### src/rtl/ldpc_ic_pkg.sv
package ldpc_ic_pkg;

    localparam int Z       = 32;
    localparam int BROWS   = 7;
    localparam int BCOLS   = 8;
    localparam int NBITS   = BCOLS * Z;
    localparam int NCHK    = BROWS * Z;
    localparam int RCW     = $clog2(Z) + 1;
    localparam int WW      = $clog2(NCHK + 1);
    localparam int IW      = 5;
    localparam int LW      = $clog2(BROWS);
    localparam int PADR    = 1 << $clog2(BROWS);
    // one register for the check bits, then two adder stages
    localparam int SYN_LAT = 3;

    typedef logic [RCW-1:0] rowcnt_t;
    typedef logic [WW-1:0]  weight_t;

    typedef enum logic [2:0] {
        ST_IDLE, ST_GO, ST_WAIT, ST_SYN, ST_DEC
    } ctl_state_e;

    typedef struct packed {
        logic          conv;
        logic [IW-1:0] iters;
        weight_t       weight;
    } ic_status_t;

    function automatic int info_shift(input int r);
        return (3 * r + 1) % Z;
    endfunction

    // pairwise reduction: log2(Z) adder levels
    function automatic rowcnt_t pop_row(input logic [Z-1:0] v);
        rowcnt_t acc [Z];
        for (int i = 0; i < Z; i++) acc[i] = rowcnt_t'(v[i]);
        for (int w = Z / 2; w >= 1; w = w / 2)
            for (int i = 0; i < w; i++) acc[i] = acc[2*i] + acc[2*i+1];
        return acc[0];
    endfunction

    function automatic weight_t sum_rows(input logic [BROWS*RCW-1:0] rc);
        weight_t acc [PADR];
        for (int i = 0; i < PADR; i++)
            acc[i] = (i < BROWS) ? weight_t'(rc[i*RCW +: RCW]) : '0;
        for (int w = PADR / 2; w >= 1; w = w / 2)
            for (int i = 0; i < w; i++) acc[i] = acc[2*i] + acc[2*i+1];
        return acc[0];
    endfunction

endpackage

### src/rtl/ldpc_ic_syndrome.sv
module ldpc_ic_syndrome
    import ldpc_ic_pkg::*;
(
    input  logic             clk,
    input  logic             rst,
    input  logic [NBITS-1:0] hard_bits,
    output logic [NCHK-1:0]  chk_q
);
    logic [NCHK-1:0] chk_c;

    always_comb begin
        for (int r = 0; r < BROWS; r++) begin
            for (int j = 0; j < Z; j++) begin
                chk_c[r*Z+j] = hard_bits[(j + info_shift(r)) % Z]
                             ^ hard_bits[(r+1)*Z + j]
                             ^ ((r > 0) ? hard_bits[r*Z + j] : 1'b0);
            end
        end
    end

    always_ff @(posedge clk) begin
        if (rst) chk_q <= '0;
        else     chk_q <= chk_c;
    end
endmodule

### src/rtl/ldpc_ic_popcnt.sv
module ldpc_ic_popcnt
    import ldpc_ic_pkg::*;
(
    input  logic            clk,
    input  logic            rst,
    input  logic [NCHK-1:0] chk,
    output weight_t         weight_q
);
    rowcnt_t                rc_q [BROWS];
    logic [BROWS*RCW-1:0]   rc_flat;

    always_ff @(posedge clk) begin
        for (int r = 0; r < BROWS; r++) begin
            if (rst) rc_q[r] <= '0;
            else     rc_q[r] <= pop_row(chk[r*Z +: Z]);
        end
    end

    always_comb begin
        for (int r = 0; r < BROWS; r++) rc_flat[r*RCW +: RCW] = rc_q[r];
    end

    always_ff @(posedge clk) begin
        if (rst) weight_q <= '0;
        else     weight_q <= sum_rows(rc_flat);
    end
endmodule

### src/rtl/ldpc_ic_fsm.sv
module ldpc_ic_fsm
    import ldpc_ic_pkg::*;
(
    input  logic          clk,
    input  logic          rst,
    input  logic          start,
    input  logic          early_en_i,
    input  logic [IW-1:0] max_iter_i,
    input  logic          layer_done,
    input  weight_t       weight_i,
    output logic          layer_go,
    output logic [LW-1:0] layer_idx,
    output logic          busy,
    output ic_status_t    status
);
    localparam int CW = $clog2(SYN_LAT + 1);

    ctl_state_e    state;
    logic [LW-1:0] layer;
    logic [IW-1:0] iter_cnt, limit;
    logic          early;
    logic [CW-1:0] wait_cnt;
    logic [IW-1:0] iter_next;
    logic          zero_syn, stop_now;

    assign iter_next = iter_cnt + 1'b1;
    assign zero_syn  = (weight_i == '0);
    assign stop_now  = (early && zero_syn) || (iter_next >= limit);

    always_ff @(posedge clk) begin
        if (rst) begin
            state    <= ST_IDLE;
            layer    <= '0;
            iter_cnt <= '0;
            limit    <= IW'(1);
            early    <= 1'b0;
            wait_cnt <= '0;
            status   <= '0;
        end else begin
            case (state)
                ST_IDLE: if (start) begin
                    limit    <= (max_iter_i == '0) ? IW'(1) : max_iter_i;
                    early    <= early_en_i;
                    iter_cnt <= '0;
                    layer    <= '0;
                    status   <= '0;
                    state    <= ST_GO;
                end
                ST_GO: state <= ST_WAIT;
                ST_WAIT: if (layer_done) begin
                    if (layer == LW'(BROWS - 1)) begin
                        wait_cnt <= '0;
                        state    <= ST_SYN;
                    end else begin
                        layer <= layer + 1'b1;
                        state <= ST_GO;
                    end
                end
                ST_SYN: begin
                    if (wait_cnt == CW'(SYN_LAT - 1)) state <= ST_DEC;
                    else wait_cnt <= wait_cnt + 1'b1;
                end
                ST_DEC: begin
                    if (stop_now) begin
                        status.conv   <= zero_syn;
                        status.iters  <= iter_next;
                        status.weight <= weight_i;
                        state         <= ST_IDLE;
                    end else begin
                        iter_cnt <= iter_next;
                        layer    <= '0;
                        state    <= ST_GO;
                    end
                end
                default: state <= ST_IDLE;
            endcase
        end
    end

    assign layer_go  = (state == ST_GO);
    assign layer_idx = layer;
    assign busy      = (state != ST_IDLE);
endmodule

### src/rtl/ldpc_iter_ctrl.sv
module ldpc_iter_ctrl
    import ldpc_ic_pkg::*;
(
    input  logic             clk,
    input  logic             rst,
    input  logic             start,
    input  logic             early_stop_en,
    input  logic [IW-1:0]    max_iter,
    output logic             layer_go,
    output logic [LW-1:0]    layer_idx,
    input  logic             layer_done,
    input  logic [NBITS-1:0] hard_bits,
    output logic             busy,
    output logic             converged,
    output logic [IW-1:0]    iters_used,
    output logic [WW-1:0]    syn_weight
);
    logic [NCHK-1:0] chk_q;
    weight_t         weight_q;
    ic_status_t      status;

    ldpc_ic_syndrome u_syn (
        .clk(clk), .rst(rst), .hard_bits(hard_bits), .chk_q(chk_q)
    );

    ldpc_ic_popcnt u_pop (
        .clk(clk), .rst(rst), .chk(chk_q), .weight_q(weight_q)
    );

    ldpc_ic_fsm u_fsm (
        .clk(clk), .rst(rst), .start(start),
        .early_en_i(early_stop_en), .max_iter_i(max_iter),
        .layer_done(layer_done), .weight_i(weight_q),
        .layer_go(layer_go), .layer_idx(layer_idx),
        .busy(busy), .status(status)
    );

    assign converged  = status.conv;
    assign iters_used = status.iters;
    assign syn_weight = status.weight;
endmodule

### config.mk
export PLATFORM = sky130hd
export DESIGN_NAME = ldpc_iter_ctrl
export DESIGN_NICKNAME = d
export VERILOG_FILES = /design/src/rtl/ldpc_ic_pkg.sv /design/src/rtl/ldpc_ic_syndrome.sv /design/src/rtl/ldpc_ic_popcnt.sv /design/src/rtl/ldpc_ic_fsm.sv /design/src/rtl/ldpc_iter_ctrl.sv
export SDC_FILE = /design/constraint.sdc
export NUM_CORES = 1
export LEC_CHECK = 0
export ABC_AREA = 1
export BUFFER_PORTS_ARGS = -buffer_cell sky130_fd_sc_hd__buf_2
export CAP_MARGIN = 20
export CORE_ASPECT_RATIO = 0.6
export CORE_MARGIN = 3
export CORE_UTILIZATION = 40
export DETAILED_ROUTE_END_ITERATION = 10
export PLACE_DENSITY = 0.65
export SETUP_SLACK_MARGIN = 0.1
export SLEW_MARGIN = 20
export SYNTH_ARGS = -nofsm -noshare
export SYNTH_HDL_FRONTEND = slang
export SYNTH_SLANG_ARGS = --single-unit
### constraint.sdc
create_clock -name clk -period 4.5 [get_ports clk]
set_clock_uncertainty 0.2 [all_clocks]
set_input_delay 0.45 -clock clk [delete_from_list [all_inputs] [get_ports clk]]
set_output_delay 0.45 -clock clk [all_outputs]
set_load 0.005 [all_outputs]
==> results.md, run 1 <==
* Run status: complete, no violations
* CTS H-tree depth at 2
* Sequential area share after synthesis at 30.0%
* First-pass GRT wire length at 97700 µm
* Cts bufs inserted at 34
* Core ar. at between 40000 and 50000 µm²
* R2R depth at 14
* Power Density at 724 nW/µm²
* Max_cap viols at 0
* Hold path cells at 3
* Die footprint at ~54000 µm²
* Largest net degree at the start of global routing at 135
* RR Startpoint: u_syn.chk_q[154]
* Warnings, synthesis at 0
* # port buffers at 284
* Slew @ Worst Pin at 0.962 ns
* Die span in y at 181 µm
* RePlAce Congestion at 0.968
* DP HPWL at 52300 µm
* 1st-iter DRT viols at 1423
* Chip width at 298 µm
* Starting Density at 40.9%
* Post-synth EDFFs at 0
* Nets at approximately 3200
* P&R area growth vs syn at 20.9%
* Mapped Avg Cell Area at 9.24 µm²
* Place WS at -0.110 ns
* Drt drc at 0
* Routed Antenna Nets at 0
* Synth area leaders: dfxtp_1 30%, fa_1 19%, ha_1 12%
* Synth unique cells at 39
* DRT Wirelength at around 65000 µm
* Post-Syn Instances at roughly 2200
* R2r setup slk at 0.06 ns
* WL per Instance at approximately 20 µm
* Unrepaired setup endpoints after global routing: yes
* Design area at around 25000 µm²
* Most frequent cell after synthesis: inv_1
* VDD IR max at just over 0.0006 V
* Final setup fails at 0
* Tot GR Track Use at 23.9%
* Detailed Routing Iterations Pass 1 at 5
* CP arrival at 4.69 ns
* Pleak at 11.9 nW
* GR Overflow Total at 0
* Async SR Flop Fraction at 0%
* I/O Pins at between 200 and 300
* Placed cell area at 22500 µm²
* Yosys top cell by area: dfxtp_1
* Hold crit path type: primary input to flop
* Crit end category: flop
* RR Endpoint: u_pop.rc_q[1][5]
* Initial antenna violation count at 4
* Seq cells post-synth at 307
* Startpoint types: flop
* Final Cycle Share at 98.8%
* Max frequency at 225 MHz
* Clock transition at path regs at 0.06 ns
* Area share of the largest cell type after synthesis at 30.0%
* Critical path peak fanout at 3
* Final Util at 49.5%
* Clk root buf: clkbuf_16
* Top cells by count, synth: 414 x inv_1, 307 x dfxtp_1, 262 x a21oi_1, 228 x o21ai_0, 209 x xor2_1
* Hold_sp: hard_bits[46]
* Slew Limit Headroom at a little over a third
* Synthesized cell area at 20500 µm²
* Worst endpoint required time at 4.75 ns
* Share of layout cells above drive strength 1 at ~23%
* Post-synth top flop: dfxtp_1
* Minimum clock period at ~4.4 ns
* Clk sink count at 307
* Crit Path Category: flop to flop
* Final setup margin at 0.0551 ns
* Vias in the first global route at approximately 16000
* Hold Path End: u_syn.chk_q[14]
* Clk Latency, worst-skew pair at about 0.55 ns
* Power Total at 17.9 mW
* Final hold vios at 0
* Syn Nets at 2882
* Routed vias at 15900
* Final Max Tran Viols at 0
* Clock tree buffer depth at 3
* CTS tree: done
* Rows at 63
* Vias/cell at 4.91
[worst max-delay path: stages, from the launching register on]
cell	delay (ns)
dfxtp_2	0.36
ha_4	0.13
inv_2	0.04
fa_1	0.54
inv_2	0.04
fa_1	0.51
fa_2	0.59
fa_2	0.47
fa_1	0.58
ha_2	0.20
inv_2	0.04
fa_2	0.35
o21ai_2	0.14
a21oi_2	0.07
nor2_1	0.10
[repair_timing]
action	CTS	global route
cloned	0	0
endpoints found under the setup margin	23	28
hold endpoints to repair	79	0
resized for setup	58	179
hold buffers	55	0
setup buffers	2	5
pin swaps	45	90
[power by group]
part / total, mW / leakage (nW) / internal (mW) / switching [mW]
registers: 3.36 / 2.57 / 3.18 / 0.182
clock network: 2.82 / 0.557 / 1.60 / 1.23
logic: 11.7 / 8.73 / 4.96 / 6.76
[sequential cells by signal (all words and copies together), names as in the netlist]
| signal | cells |
|---|---|
| u_fsm.iter_cnt | 5 |
| u_fsm.limit | 5 |
| u_fsm.state | 3 |
| u_fsm.wait_cnt | 2 |
| u_syn.chk_q | 224 |
| u_fsm.status | 14 |
| u_pop.weight_q | 8 |
| u_fsm.layer_idx | 3 |
| u_fsm.early | 1 |
| u_pop.rc_q | 42 |
[layout by cell type (no fill, tap or decap), types with 9 or more instances in the layout]
cell | Yosys | routed
buf_4 | 2 | 9
buf_2 | 4 | 284
dfxtp_1 | 307 | 267
dfxtp_2 | 0 | 40
fa_2 | 0 | 54
dlygate4sd3_1 | 0 | 55
ha_2 | 0 | 11
inv_2 | 4 | 63
inv_1 | 414 | 355
nor2_1 | 113 | 113
a21oi_1 | 262 | 255
nand2_1 | 90 | 89
o21ai_0 | 228 | 210
clkbuf_16 | 0 | 34
clkinv_2 | 0 | 13
fa_1 | 198 | 144
nand3_1 | 24 | 21
ha_1 | 203 | 170
ha_4 | 0 | 22
o21ai_1 | 0 | 11
xnor2_1 | 45 | 45
xor2_1 | 209 | 209
[area by class of cell]
type	instances	area, µm²
clock buffers	41	927
repair buffers	349	2060
diodes	3	7.51
clock inverters	20	175
inverters	419	1580
well taps	682	853
flip-flops and latches	307	6200
multi-input cells	1418	12900
fillers	4653	25200
[layer usage]
metal,vias to the layer above,wire length [µm],track usage [%]
li1,7608,-,-
met1,7608,29600,34.3
met2,577,28600,37.1
met3,98,4960,4.53
met4,2,1760,5.93
met5,-,10,0
[logic make-up (layout without fill, tap and decap cells)]
group           after synthesis  in the layout  share of synthesized area (%)
xor+xnor                    254            254                           10.9
compound gates              509            509                           12.7
flops                       307            307                           30.0
buf+inv                     490            829                           9.23
simple gates                254            254                           5.39
fa+ha+maj                   401            401                           31.8
other cells                   0              3                              0
[worst max path at each step]
stage	start	endpoint	depth (start not counted)
floorplan	u_syn.chk_q[216]	u_pop.rc_q[1][15]	14
global placement	u_syn.chk_q[8]	u_pop.rc_q[0][3]	14
detailed placement	u_syn.chk_q[152]	u_pop.rc_q[1][5]	14
CTS	u_syn.chk_q[144]	u_pop.rc_q[1][5]	14
global route	u_syn.chk_q[31]	u_pop.rc_q[0][2]	14
finish	u_syn.chk_q[154]	u_pop.rc_q[1][5]	14
[metrics by stage]
| stage | setup TNS, ns | hold WS [ns] | instances |
|---|---|---|---|
| floorplan | 0 | 0.235 | 2215 |
| global placement | -0.00394 | 0.252 | 3113 |
| detailed placement | -0.200 | 0.255 | 3113 |
| CTS | 0 | 0.00406 | 3231 |
| global route | -0.0737 | 0.0311 | 3239 |
| finish | 0 | 0.0160 | 3239 |
Note: power is estimated with default switching activity, not from simulation.
==> inputs of run 2 (changes only) <==
Settings changed: PLACE_DENSITY 0.65 to 0.63.
Clock period 4.5 ns to 5 ns, I/O delays scaled along.
==> results.md, run 2 (synthesis gave the netlist of run 1 again) <==
* Run status: complete, no violations
* 1st-iter DRT viols at around 1200
* DRT Wirelength at 63900 µm
* Startpoint types: flop
* Detailed Routing Iterations Pass 1 at 5
* Nets at 3155
* Minimum clock period at 4.57 ns
* DP HPWL at 52500 µm
* Hold crit path type: primary input to flop
* Postcts setup bufs at 0
* Slew @ Worst Pin at approximately 0.96 ns
* Final hold vios at 0
* Biggest regs: u_syn.chk_q: 224 flops, u_pop.rc_q: 42 flops, u_fsm.status: 14 flops
* Clk sink count at 307
* Clk root buf: clkbuf_16
* Largest Register: u_syn.chk_q
* Vias/cell at 4.85
* R2R depth at 14
* Critical-path top delay cell: fa_1
* Max frequency at 219 MHz
* Buf+Inv Stages, Crit Path at 4
* Worst endpoint required time at approximately 5.2 ns
* Critical path depth at 14
* Final setup fails at 0
* Final Util at 47.7%
* CTS H-tree depth at 2
* Power Density at ~630 nW/µm²
* Antenna Cells at 0
* Routed vias at approximately 15000
* Most frequent cells in the layout: 414 x inv_1, 307 x dfxtp_1, 284 x buf_2
* CP Cell Sequence: ha_1, inv_1, fa_1, fa_1, inv_1, fa_1, fa_1, inv_1, fa_1, inv_1, ha_1, fa_1, nand3_1, a21oi_1
* Cts bufs inserted at 34
* Rows at 63
* P&R area growth vs syn at 16.4%
* Core ar. at 50000 µm²
* Starting Density at 40.9%
* Clock tree buffer depth at 3
* Largest net degree at the start of global routing at 139
* Slew Limit Headroom at a little over a third
* Share of layout cells above drive strength 1 at 14.4%
* Initial antenna violation count at 2
* Crit path top cell by count: fa_1
* Worst stage delay on the critical path at 0.55 ns
* GR Overflow Total at 0
* Final Cycle Share at 91.3%
* CTS tree: done
* Routed Antenna Nets at 0
* Final Max Tran Viols at 0
* Crit-path leading delay family: adder cells
* Tot GR Track Use at 23.5%
* Max_cap viols at 0
* Fillers at 4740
* Clock transition at path regs at 0.06 ns
* Placed cell area at around 22000 µm²
* VDD IR max at between 0.0004 and 0.0005 V
* First-pass GRT wire length at 95600 µm
* # port buffers at 284
* CP arrival at 4.75 ns
* Largest register FFs at 224
* Fin Setup TNS at 0 ns
* WL per Instance at roughly 20 µm
* Pleak at 11.8 nW
* Drt drc at 0
* Crit end category: flop
* Unrepaired setup endpoints after global routing: no
* RePlAce Congestion at 0.933
* Hold path cells at 2
* Die span in y at 181 µm
* Clk Latency, worst-skew pair at ~0.53 ns
* I/O Pins at ~290
* R2r setup slk at around 0.43 ns
* Die footprint at ~54000 µm²
* Vias in the first global route at 15800
* Critical path peak fanout at 3
* Design area at 23800 µm²
* Crit Path Category: flop to flop
* Chip width at 298 µm
* Commonest non-fill, non-tap cell in the layout: inv_1
[run 2: metrics by stage]
| step | instances | setup slack [ns] | power [mW] | hold slack [ns] |
|---|---|---|---|---|
| after floorplan | 2215 | 0.679 | 9.50 | 0.235 |
| after CTS | 3194 | 0.400 | 15.0 | 0.00161 |
| after detailed placement | 3113 | 0.423 | 12.3 | 0.259 |
| after global routing | 3194 | 0.144 | 16.6 | 0.0150 |
| final | 3194 | 0.434 | 15.1 | 0.00344 |
| after global placement | 3113 | 0.495 | 11.9 | 0.255 |
[run 2: path summary, 6_finish.rpt]
check,start,endpoint
max,u_syn.chk_q[8],u_pop.rc_q[0][5]
min,hard_bits[90],u_syn.chk_q[58]
min reg2reg,u_fsm.limit[2],u_fsm.limit[2]
max reg2reg,u_syn.chk_q[8],u_pop.rc_q[0][5]
[run 2: where the power goes]
| group | switching (mW) | internal [mW] |
|---|---|---|
| logic | 5.61 | 3.80 |
| clock network | 1.09 | 1.55 |
| registers | 0.151 | 2.86 |
| total | 6.86 | 8.20 |
[run 2: layer usage]
| layer | GRT usage, % | vias to the layer above | wire length, µm |
|---|---|---|---|
| met3 | 6.39 | 107 | 5780 |
| met5 | 0 | - | 23 |
| met2 | 34.8 | 572 | 26900 |
| met4 | 7.35 | 4 | 2140 |
| li1 | - | 7513 | - |
| met1 | 33.3 | 7293 | 29000 |
[run 2: what timing repair did]
action                                 CTS  global route
hold buffers                            21             0
gates resized for setup                  0             1
setup endpoints to repair                0             1
endpoints found under the hold margin   29             0
[run 2: layout make-up]
type / instances / area (µm²) / area share [%]
multi-input combinational: 1418 / 12400 / 52.2
inverter: 419 / 1580 / 6.62
timing repair buffer: 308 / 1670 / 7.00
clock inverter: 14 / 164 / 0.688
clock buffer: 46 / 987 / 4.14
tap: 682 / 853 / 3.58
sequential: 307 / 6150 / 25.8
